--- config.mk ---
export PLATFORM = sky130hd
export DESIGN_NAME = flash_read_mux
export DESIGN_NICKNAME = d
export VERILOG_FILES = /design/src/rtl/flash_read_mux.sv
export SDC_FILE = /design/constraint.sdc
export NUM_CORES = 1
export LEC_CHECK = 0
export ABC_AREA = 1
export BUFFER_PORTS_ARGS = -buffer_cell sky130_fd_sc_hd__buf_4
export CORE_MARGIN = 5
export CORE_UTILIZATION = 50
export CTS_CLUSTER_SIZE = 30
export DETAILED_ROUTE_END_ITERATION = 12
export PLACE_DENSITY = 0.83
export SLEW_MARGIN = 0
export SYNTH_ARGS = -nofsm -noshare
export SYNTH_HDL_FRONTEND = slang
export SYNTH_SLANG_ARGS = --single-unit
--- constraint.sdc ---
create_clock -name clk -period 0.8 [get_ports clk]
set_input_delay 0 -clock clk [delete_from_list [all_inputs] [get_ports clk]]
set_output_delay 0 -clock clk [all_outputs]
set_load 0.01 [all_outputs]
--- src/rtl/flash_read_mux.sv ---
module flash_read_mux #(
  parameter int FLASH_LOG2 = 20,
  parameter int BLK_LOG2   = 16,
  parameter int PBUF_LOG2  = 7
) (
  input  logic                   clk,
  input  logic                   rst_n,
  input  logic                   rd_en,
  input  logic [FLASH_LOG2-1:0]  rd_addr,
  input  logic [1:0]             rd_size,
  input  logic [1:0]             rd_mode,
  input  logic [7:0]             status_reg,
  input  logic [(1<<(FLASH_LOG2-BLK_LOG2))-1:0] lock_map,
  input  logic [63:0]            array_word,
  output logic [63:0]            rd_data,
  output logic                   rd_valid
);
  localparam int NBLK     = 1 << (FLASH_LOG2 - BLK_LOG2);
  localparam int QI_W     = FLASH_LOG2 - 2;
  localparam logic [7:0]  SZ_CODE  = 8'(FLASH_LOG2 - 1);
  localparam logic [15:0] NBLK_M1  = 16'(NBLK - 1);
  localparam logic [15:0] BLK_U256 = 16'((1 << (BLK_LOG2 - 1)) / 256);
  localparam logic [7:0]  BUF_CODE = 8'(PBUF_LOG2 - 1);

  function automatic logic [7:0] query_byte(input logic [QI_W-1:0] idx);
    logic [7:0] b;
    b = 8'h00;
    if (idx <= QI_W'(8'hFF)) begin
      case (idx[7:0])
        8'h10: b = 8'h51;
        8'h11: b = 8'h52;
        8'h12: b = 8'h59;
        8'h13: b = 8'h01;
        8'h15: b = 8'h31;
        8'h1b: b = 8'h45;
        8'h1c: b = 8'h55;
        8'h1f: b = 8'h01;
        8'h20: b = 8'h01;
        8'h21: b = 8'h01;
        8'h27: b = SZ_CODE;
        8'h28: b = 8'h05;
        8'h2a: b = BUF_CODE;
        8'h2c: b = 8'h01;
        8'h2d: b = NBLK_M1[7:0];
        8'h2e: b = NBLK_M1[15:8];
        8'h2f: b = BLK_U256[7:0];
        8'h30: b = BLK_U256[15:8];
        8'h31: b = 8'h50;
        8'h32: b = 8'h52;
        8'h33: b = 8'h49;
        8'h34: b = 8'h31;
        8'h35: b = 8'h30;
        8'h36: b = 8'ha0;
        8'h3b: b = 8'h01;
        8'h3d: b = 8'h50;
        8'h3f: b = 8'h01;
        default: b = 8'h00;
      endcase
    end
    return b;
  endfunction

  logic [QI_W-1:0]               q_idx;
  logic [8:0]                    id_idx;
  logic [FLASH_LOG2-BLK_LOG2-1:0] blk_idx;
  logic [15:0]                   v16;
  logic [63:0]                   lane;
  logic [63:0]                   nxt;

  assign q_idx   = rd_addr[FLASH_LOG2-1:2];
  assign id_idx  = rd_addr[10:2];
  assign blk_idx = rd_addr[FLASH_LOG2-1:BLK_LOG2];

  always_comb begin
    case (rd_mode)
      2'd1:    v16 = {8'h00, status_reg};
      2'd2: begin
        case (id_idx)
          9'd0:    v16 = 16'h0000;
          9'd1:    v16 = 16'hFFFF;
          9'd2:    v16 = {15'h0, lock_map[blk_idx]};
          default: v16 = 16'h0000;
        endcase
      end
      2'd3:    v16 = {8'h00, query_byte(q_idx)};
      default: v16 = 16'h0000;
    endcase
  end

  always_comb begin
    case (rd_size)
      2'd0:    lane = {56'h0, 8'(array_word >> {rd_addr[2:0], 3'b000})};
      2'd1:    lane = {48'h0, 16'(array_word >> {rd_addr[2:1], 4'b0000})};
      2'd2:    lane = {32'h0, 32'(array_word >> {rd_addr[2], 5'b00000})};
      default: lane = array_word;
    endcase
  end

  always_comb begin
    if (rd_mode == 2'd0) nxt = lane;
    else begin
      case (rd_size)
        2'd0:    nxt = {56'h0, v16[7:0]};
        2'd1:    nxt = {48'h0, v16};
        default: nxt = {32'h0, v16, v16};
      endcase
    end
  end

  always_ff @(posedge clk or negedge rst_n) begin
    if (!rst_n) begin
      rd_data  <= 64'h0;
      rd_valid <= 1'b0;
    end else begin
      rd_valid <= rd_en;
      if (rd_en) rd_data <= nxt;
    end
  end

  p_valid_follows_r2: assert property (@(posedge clk) disable iff (!rst_n)
    rd_en |=> rd_valid);
  p_no_spurious_valid_r2: assert property (@(posedge clk) disable iff (!rst_n)
    !rd_en |=> !rd_valid);
  p_idle_hold_r2: assert property (@(posedge clk) disable iff (!rst_n)
    !rd_en |=> $stable(rd_data));
  p_mirror_r10: assert property (@(posedge clk) disable iff (!rst_n)
    (rd_en && rd_mode != 2'd0 && rd_size[1]) |=>
      (rd_data[31:16] == rd_data[15:0] && rd_data[63:32] == 32'h0));
  p_byte_width_r3: assert property (@(posedge clk) disable iff (!rst_n)
    (rd_en && rd_size == 2'd0) |=> (rd_data[63:8] == 56'h0));
  p_status_zext_r4: assert property (@(posedge clk) disable iff (!rst_n)
    (rd_en && rd_mode == 2'd1 && rd_size == 2'd1) |=> (rd_data[63:8] == 56'h0));
endmodule

==> flow_metrics.py, run 1 <==
metrics = {
    "placed_design": {
        "dp_hpwl_mm": 15.5,
        "gp_congestion": 0.972,
        "dp.cells": 1069,
        "io_buffer_count": 179,
    },
    "die": {
        "rows": 35,
        "die_x_um": 107,
        "die_h_um": 107,
        "io_pins": 180,
        "initial_core_util": 0.511,
    },
    "synthesis": {
        "syn_nets": 829,
        "yosys.cell_types.count": 38,
        "synth_area_leader_cell": "dfrtp_1",
        "yosys_warnings": 0,
        "synthesis.area_mm2": 0.00470,
        "syn_avg_cell_area_um2": 6.65,
        "synthTopCellsByArea": "dfrtp_1 (35%), nand2_1 (17%), a21oi_1 (6.4%)",
        "ys_seq_elements": 65,
        "netlist_instances": 707,
        "synth_top_area_share": 0.346,
        "ys_seq_area_frac": 0.346,
    },
    "timing": {
        "worst_endpoint": "rd_data[3]$_DFFE_PN0P_/D",
        "worstEndpointType": "register input",
    },
    "global_route": {
        "grt_use_total": 0.710,
        "grt_remaining_overflow": 14,
        "grt_max_degree": 66,
    },
    "outcome": {
        "haltStage": "5_1_grt",
        "firstError": "[ERROR GRT-0232] Routing congestion too high. Check the congestion heatmap in the GUI.",
        "status": "did not finish",
    },
    "cts": {
        "cts_root_buf": "clkbuf_8",
        "h-tree-depth": 3,
        "cts_buffers": 9,
        "cts_buffer_depth": 2,
        "clock_sinks": 65,
    },
}
[kinds of logic after synthesis]
group,Yosys count,synth area share
AND/OR/NAND/NOR,351,0.315
AO/OA/AOI/OAI,171,0.218
buffers and inverters,113,0.102
flip-flops,65,0.346
adder cells (fa/ha/maj),7,0.0186
[synth_stat cells]
cell and n:
nor2_2 1, a21boi_0 3, nand3_1 59, inv_2 12
a21oi_2 2, o2111ai_1 6, o311ai_1 1, nor2_1 58
a22oi_1 15, nand3_2 1, o21ai_4 2, o221ai_1 1
inv_1 63, buf_6 2, a31oi_1 2, clkbuf_1 10
nand2_1 210, o22ai_1 8, a41oi_1 1, o211ai_1 12
o31ai_1 6, o21ai_2 1, or2_2 2, a21oi_1 60
nor3_1 6, buf_1 3, nor2_4 4, nor3_2 1
ha_1 7, o21ai_1 7, buf_2 17, clkinv_1 1
buf_4 5, nor3_4 1, o21ai_0 44, nand4_1 3
dfrtp_1 65, nand2_2 5
[per-stage QoR]
stage	setup slack [ps]	hold WS (ps)	TNS, ps	instance area [um2]	util
floorplan	-426	-296	-8790	4800	-
global placement	-555	19.1	-25630	6950	0.756
detailed placement	-645	29.2	-28240	6950	0.756
CTS	-227	0.125	-9510	8290	0.901
[metal layers]
layer  track usage  overflow
met3         0.595         0
met1         0.698         0
met5         0.133         0
met4         0.667         6
met2         0.885         8
[what timing repair did]
item | 4_1_cts
setup endpoints to repair | 106
endpoints found under the hold margin | 90
resized for setup | 141
gates cloned | 3
hold buffers | 25
pin swaps | 34
setup buffers | 30
==> run 2, diff against run 1 <==
--- a/config.mk
+++ b/config.mk
@@ -8,10 +8,9 @@
 export ABC_AREA = 1
 export BUFFER_PORTS_ARGS = -buffer_cell sky130_fd_sc_hd__buf_4
 export CORE_MARGIN = 5
-export CORE_UTILIZATION = 50
-export CTS_CLUSTER_SIZE = 30
+export CORE_UTILIZATION = 40
 export DETAILED_ROUTE_END_ITERATION = 12
-export PLACE_DENSITY = 0.83
+export PLACE_DENSITY_LB_ADDON = 0.15
 export SLEW_MARGIN = 0
 export SYNTH_ARGS = -nofsm -noshare
 export SYNTH_HDL_FRONTEND = slang
==> run 2 against run 1 <==
Effect of this change:
- the flow now finishes, with violations (setup timing)
- synthesized area is the same
- synthesized cell count stayed put
==> flow_metrics.py, run 2 <==
metrics = {
    "outcome": {
        "status": "finished, violations left",
        "failed_checks": "setup timing",
    },
    "pwr": {
        "p_total_mw": 11.4,
        "cell_internal_pwr_mw": 8.01,
        "irDropWorstVdd_uv": 1330,
        "p_sw_mw": 3.43,
        "p_leak_nw": 4.32,
        "power.density_mw_per_mm2": 1350,
        "p_sw_frac": 0.300,
        "sequentialPowerShare": 0.317,
        "p_comb_frac": 0.304,
        "clockPowerShare": 0.379,
    },
    "layout": {
        "fillers": 868,
        "syn2layout_area_growth_pct": 80.7,
        "stdcell_count": 1176,
        "largest_register_ffs": 64,
        "drive_above_1_share": 0.449,
        "final_common_cell": "buf_4",
        "num_antenna_cells": 0,
        "final_core_util": 0.741,
        "regMostFlops": "rd_data",
        "fin_area_mm2": 0.00849,
        "reg_top3": "rd_data (64), rd_valid (1)",
        "final_nets": 1150,
        "mostFrequentLayoutCells": "buf_4 (240), nand2_1 (191), buf_6 (76), dfrtp_1 (65)",
    },
    "cts": {
        "insertion_delay_ps": 340,
        "cts_root_buf": "clkbuf_16",
        "path_clk_slew_ps": 60,
        "cts_tree": "built",
        "cts_buffers": 9,
        "clock_sinks": 65,
        "h-tree-depth": 3,
        "cts_buffer_depth": 2,
    },
    "die": {
        "die_area_mm2": 0.0140,
        "rows": 39,
        "io_pins": 180,
        "die_h_um": 118,
        "die_x_um": 118,
        "core_area_mm2": 0.0115,
        "initial_core_util": 0.410,
    },
    "route": {
        "vias": 6443,
        "drt.antenna.violating_nets": 0,
        "vias_per_cell": 5.48,
        "drc": 0,
        "wl_per_cell_um": 18.9,
        "drt_iter0_drc": 826,
        "firstDrtPassIters": 5,
        "wirelength_mm": 22.2,
    },
    "timing": {
        "setup_viol": 98,
        "rsz0062_at_grt": "yes",
        "fmax_ghz": 0.938,
        "worst_pin_slew_ps": 396,
        "finalMaxSlewViolations": 0,
        "fin_worst_skew_ps": 0,
        "period_needed_ps": 1070,
        "finalSetupTns_ps": -9870,
        "hold_viol": 0,
        "setup_ws_ps": -266,
        "timing.final.crit_share": 1.33,
        "slew_headroom": 0.736,
    },
    "synthesis": {
        "async_flop_share": 1.00,
        "ys_top_cells_by_count": "nand2_1 (210), dfrtp_1 (65), inv_1 (63), a21oi_1 (60), nand3_1 (59)",
        "syn_nets": 829,
        "synth-edff-count": 0,
        "ys_seq_elements": 65,
        "syn_avg_cell_area_um2": 6.65,
        "synthesis.area_mm2": 0.00470,
        "synthTopCellsByArea": "dfrtp_1 (35%), nand2_1 (17%), a21oi_1 (6.4%)",
        "synth_area_leader_cell": "dfrtp_1",
        "yosys_warnings": 0,
        "netlist_instances": 707,
        "yosys.cell_types.count": 38,
        "ys_seq_area_frac": 0.346,
        "synth_top_area_share": 0.346,
        "ys.flop_type": "dfrtp_1",
        "synth_most_common_cell": "nand2_1",
    },
    "critical_path": {
        "critPathArrivalTime_ps": 1300,
        "crit_fanout": 3,
        "crit_required_ps": 1030,
        "crit_type": "input pin to register",
        "crit_path_start_kind": "input pin",
        "end_kind": "register",
    },
    "global_route": {
        "antenna_found_initial": 0,
        "grt_remaining_overflow": 0,
        "grt_use_total": 0.292,
        "grt_pass1_wl_mm": 33.4,
        "grt_pass1_vias": 6314,
        "grt_max_degree": 66,
    },
    "hold_path": {
        "hold_path_class": "input pin to register",
    },
    "placed_design": {
        "io_buffer_count": 179,
        "dp_hpwl_mm": 15.7,
        "placed_area_mm2": 0.00704,
        "dp.cells": 1108,
        "gp_congestion": 0.965,
    },
    "run": {
        "maxCapViolCount": 0,
    },
}
## run 2: cell counts after synthesis
No cell type changed its count.
## run 2: layer usage
| layer | global-route usage | routed length [um] |
|---|---|---|
| met3 | 0.0750 | 2020 |
| met5 | 0 | 0 |
| met2 | 0.459 | 10300 |
| met1 | 0.409 | 9560 |
| met4 | 0.0624 | 346 |
## run 2: layout make-up
cell class	instances	area (um2)	area share
Timing Repair Buffer	347	3100	0.365
Multi-Input combinational cell	529	2970	0.349
Sequential cell	65	1630	0.192
Inverter	76	302	0.0355
Clock buffer	11	243	0.0286
Tap cell	143	179	0.0211
Clock inverter	5	78.8	0.00928
## run 2: kinds of logic (layout without fill, tap and decap cells)
| group | count (synthesis) | after routing | synth area share |
|---|---|---|---|
| buffers and inverters | 113 | 439 | 0.102 |
| adders and majority gates | 7 | 7 | 0.0186 |
| and+or+nand+nor | 351 | 351 | 0.315 |
| DFF | 65 | 65 | 0.346 |
| AOI/OAI and AO/OA | 171 | 171 | 0.218 |
## run 2: power groups by stage
stage | clock network [mW] | logic [mW] | registers (mW)
finish | 4.34 | 3.47 | 3.63
global route | 4.49 | 3.73 | 3.65
CTS | 4.34 | 3.27 | 3.62
detailed placement | 0 | 2.90 | 3.64
global placement | 0 | 2.88 | 3.64
floorplan | 0 | 1.15 | 3.71
## run 2: path summary, 6_finish.rpt
path	from	end	slack, ps	cells after the start
setup / recovery	rd_addr[3]	rd_data[16]	-270	15
hold / removal	array_word[56]	rd_data[56]	7	4
setup reg to reg	rd_data[31]	rd_data[31]	-20	3
hold reg to reg	rd_data[38]	rd_data[38]	510	2
max in group asynchronous	rst_n	rd_data[24]	270	3
min in group asynchronous	rst_n	rd_data[60]	210	3
## run 2: critical path, cell delays in order
cell and delay, ps:
buf_8 80, clkinvlp_4 120, ha_4 300, buf_6 80, inv_2 20, nand2_1 50, nand3_1 70, nand3_1 70
nand2_1 60, inv_1 70, nor2_2 40, nor2_1 120, nand2_2 90, nand3_2 70, a21oi_2 50
## run 2: stage by stage
| step | setup WS, ps | hold WS [ps] |
|---|---|---|
| floorplan | -426 | -296 |
| global placement | -606 | 22.0 |
| detailed placement | -645 | 31.0 |
| CTS | -236 | 3.02 |
| global route | -332 | 12.6 |
| finish | -266 | 6.81 |
## run 2: timing repair
item                                    CTS  global route
buffers inserted                         20            13
cloned                                    0             1
endpoints found under the setup margin  121           123
pin swaps                                26            30
gates resized for setup                 129            52
hold buffers                             18             0
hold endpoints to repair                 82             0
(Power assumes the default switching activity.)
==> run 3, diff against run 2 <==
--- a/config.mk
+++ b/config.mk
@@ -5,7 +5,6 @@
 export SDC_FILE = /design/constraint.sdc
 export NUM_CORES = 1
 export LEC_CHECK = 0
-export ABC_AREA = 1
 export BUFFER_PORTS_ARGS = -buffer_cell sky130_fd_sc_hd__buf_4
 export CORE_MARGIN = 5
 export CORE_UTILIZATION = 40
==> run 3 against run 2 <==
Effect of this change:
- the run still ends with setup timing left
- maximum frequency shrank 12%
- hold slack lost 0.79 ps
- non-clock buffer count grew 27
- via count shrank 13%
- total power decreased by 4.6%
- sequential power barely moved
- worst setup slack got worse by 150 ps
- largest power group unchanged
- count of clock-buffer cells in the layout unchanged
- sequential share of layout area shrank 0.66 points
- die area is 2.9% lower
- flip-flop and latch count stayed put
- register-to-register slack lost 20 ps
- highest routed layer unchanged
==> flow_metrics.py, run 3 <==
metrics = {
    "cts": {
        "clock_sinks": 65,
        "cts_buffer_depth": 2,
        "cts_root_buf": "clkbuf_16",
        "cts_buffers": 9,
        "h-tree-depth": 3,
        "cts_tree": "built",
        "insertion_delay_ps": 340,
        "path_clk_slew_ps": 60,
    },
    "timing": {
        "rsz0062_at_grt": "yes",
        "period_needed_ps": 1210,
        "fin_worst_skew_ps": 0,
        "hold_viol": 0,
        "fmax_ghz": 0.825,
        "timing.final.crit_share": 1.51,
        "finalSetupTns_ps": -13900,
        "worst_pin_slew_ps": 492,
        "finalMaxSlewViolations": 0,
        "slew_headroom": 0.671,
        "setup_viol": 129,
        "setup_ws_ps": -412,
        "worst_hold_slack_ps": 6.02,
    },
    "synthesis": {
        "synth_top_area_share": 0.357,
        "ys_seq_elements": 65,
        "synth-edff-count": 0,
        "yosys.cell_types.count": 62,
        "synthTopCellsByArea": "dfrtp_1 (36%), mux4_2 (5.4%), mux2i_1 (5.3%)",
        "synth_most_common_cell": "dfrtp_1",
        "syn_nets": 638,
        "ys_top_cells_by_count": "dfrtp_1 (65), inv_1 (55), nand2_1 (50), nor2_1 (44), o21ai_0 (39)",
        "synthesis.area_mm2": 0.00455,
        "ys_seq_area_frac": 0.357,
        "synth_area_leader_cell": "dfrtp_1",
        "syn_avg_cell_area_um2": 8.82,
        "netlist_instances": 516,
        "ys.flop_type": "dfrtp_1",
        "yosys_warnings": 0,
        "async_flop_share": 1.00,
    },
    "route": {
        "vias_per_cell": 5.51,
        "drc": 0,
        "wl_per_cell_um": 20.0,
        "drt.antenna.violating_nets": 0,
        "drt_iter0_drc": 457,
        "firstDrtPassIters": 5,
        "wirelength_mm": 20.3,
        "vias": 5580,
    },
    "critical_path": {
        "cp.depth": 9,
        "cpPeakStageDelay_ps": 270,
        "timing.rr.start": "rd_data[13]",
        "crit_family": "compound AO/OA/AOI/OAI gates",
        "cp-startpoint": "rd_addr[3]",
        "worst-path-buf-inv": 2,
        "reg2regPathDepth": 2,
        "crit_path_start_kind": "input pin",
        "cp_cell_sequence": "buf_8 > clkinvlp_4 > ha_1 > nor2b_1 > o41ai_1 > a31oi_1 > nor3_1 > a211oi_2 > a221oi_2",
        "crit_fanout": 4,
        "critPathArrivalTime_ps": 1470,
        "crit_type": "input pin to register",
        "crit_required_ps": 1050,
        "r2r_end": "rd_data[13]",
        "end_kind": "register",
        "r2r_slack_ps": -40,
        "slowest_stage": "o41ai_1",
    },
    "die": {
        "core_area_mm2": 0.0113,
        "die_area_mm2": 0.0136,
        "die_h_um": 117,
        "rows": 39,
        "die_x_um": 117,
        "initial_core_util": 0.404,
        "io_pins": 180,
    },
    "layout": {
        "reg_top3": "rd_data (64), rd_valid (1)",
        "largest_register_ffs": 64,
        "final_nets": 986,
        "final_common_cell": "buf_4",
        "num_antenna_cells": 0,
        "regMostFlops": "rd_data",
        "syn2layout_area_growth_pct": 93.2,
        "fillers": 749,
        "mostFrequentLayoutCells": "buf_4 (246), buf_6 (85), dfrtp_1 (65), inv_1 (53), nand2_1 (46)",
        "drive_above_1_share": 0.562,
    },
    "pwr": {
        "p_leak_nw": 4.06,
        "irDropWorstVdd_uv": 1360,
        "power.density_mw_per_mm2": 1240,
    },
    "global_route": {
        "grt_remaining_overflow": 0,
        "grt_max_degree": 66,
        "grt_pass1_wl_mm": 30.4,
        "grt_use_total": 0.294,
        "antenna_found_initial": 0,
        "grt_pass1_vias": 5879,
    },
    "placed_design": {
        "gp_congestion": 0.898,
        "dp_slack_ps": -843,
        "dp_hpwl_mm": 14.3,
        "io_buffer_count": 179,
    },
    "hold_path": {
        "hold_path_class": "input pin to register",
        "hp-start": "array_word[43]",
        "hold_end": "rd_data[43]",
        "holdPathStages": 4,
    },
    "run": {
        "maxCapViolCount": 0,
    },
    "outcome": {
        "status": "finished, violations left",
        "failed_checks": "setup timing",
    },
}
run 3: per-stage QoR:
stage / util / instance area [um2] / total power [mW] / instances
6_report: 0.780 / 8790 / 10.9 / 1012
3_5_place_dp: 0.625 / 7040 / 6.47 / 916
5_1_grt: 0.780 / 8790 / 11.3 / 1012
2_1_floorplan: - / 4860 / 4.88 / 516
4_1_cts: 0.760 / 8560 / 10.8 / 997
3_3_place_gp: 0.625 / 7040 / 6.45 / 916
run 3: cell type report:
class / instances / area [um2] / share of cell area
Clock buffer: 11 / 243 / 0.0276
Clock inverter: 5 / 31.3 / 0.00356
Inverter: 55 / 218 / 0.0248
Multi-Input combinational cell: 359 / 3070 / 0.349
Sequential cell: 65 / 1630 / 0.185
Tap cell: 143 / 179 / 0.0203
Timing Repair Buffer: 374 / 3430 / 0.390
run 3: worst max path at each step:
| stage | to | slack (ps) |
|---|---|---|
| after floorplan | rd_data[16] | -780 |
| after global placement | rd_data[22] | -840 |
| after detailed placement | rd_data[22] | -840 |
| after CTS | rd_data[16] | -370 |
| after global routing | rd_data[16] | -450 |
| final | rd_data[16] | -410 |
run 3: cells by family (layout without fill, tap and decap cells):
logic type | Yosys count | count (layout) | share of synthesized area
compound gates | 155 | 155 | 0.224
simple gates | 141 | 141 | 0.150
flops | 65 | 65 | 0.357
mux | 55 | 55 | 0.160
buf+inv | 92 | 445 | 0.0877
fa+ha+maj | 7 | 7 | 0.0192
xor+xnor | 1 | 1 | 0.00192
run 3: layer usage:
layer / wire, um / track usage / up-vias
li1: - / - / 2564
met1: 7760 / 0.350 / 2682
met2: 9880 / 0.496 / 263
met3: 1620 / 0.0741 / 71
met4: 1010 / 0.142 / 0
met5: 0 / 0 / -
run 3: where the power goes:
group	switching (mW)	total, mW	internal, mW
Sequential	0.142	3.60	3.45
Clock	1.54	3.71	2.17
Combinational	1.57	3.61	2.04
run 3: what timing repair did:
action | CTS | global route
cloned | 4 | 0
hold buffers | 25 | 0
setup endpoints to repair | 99 | 129
pin swaps | 57 | 34
hold endpoints to repair | 90 | 0
resized for setup | 155 | 34
setup buffers | 37 | 16
run 3: tightest hold or removal path: stages:
cell and delay [ps]:
buf_4 90, buf_4 110, nand2_1 40, o21ai_0 60
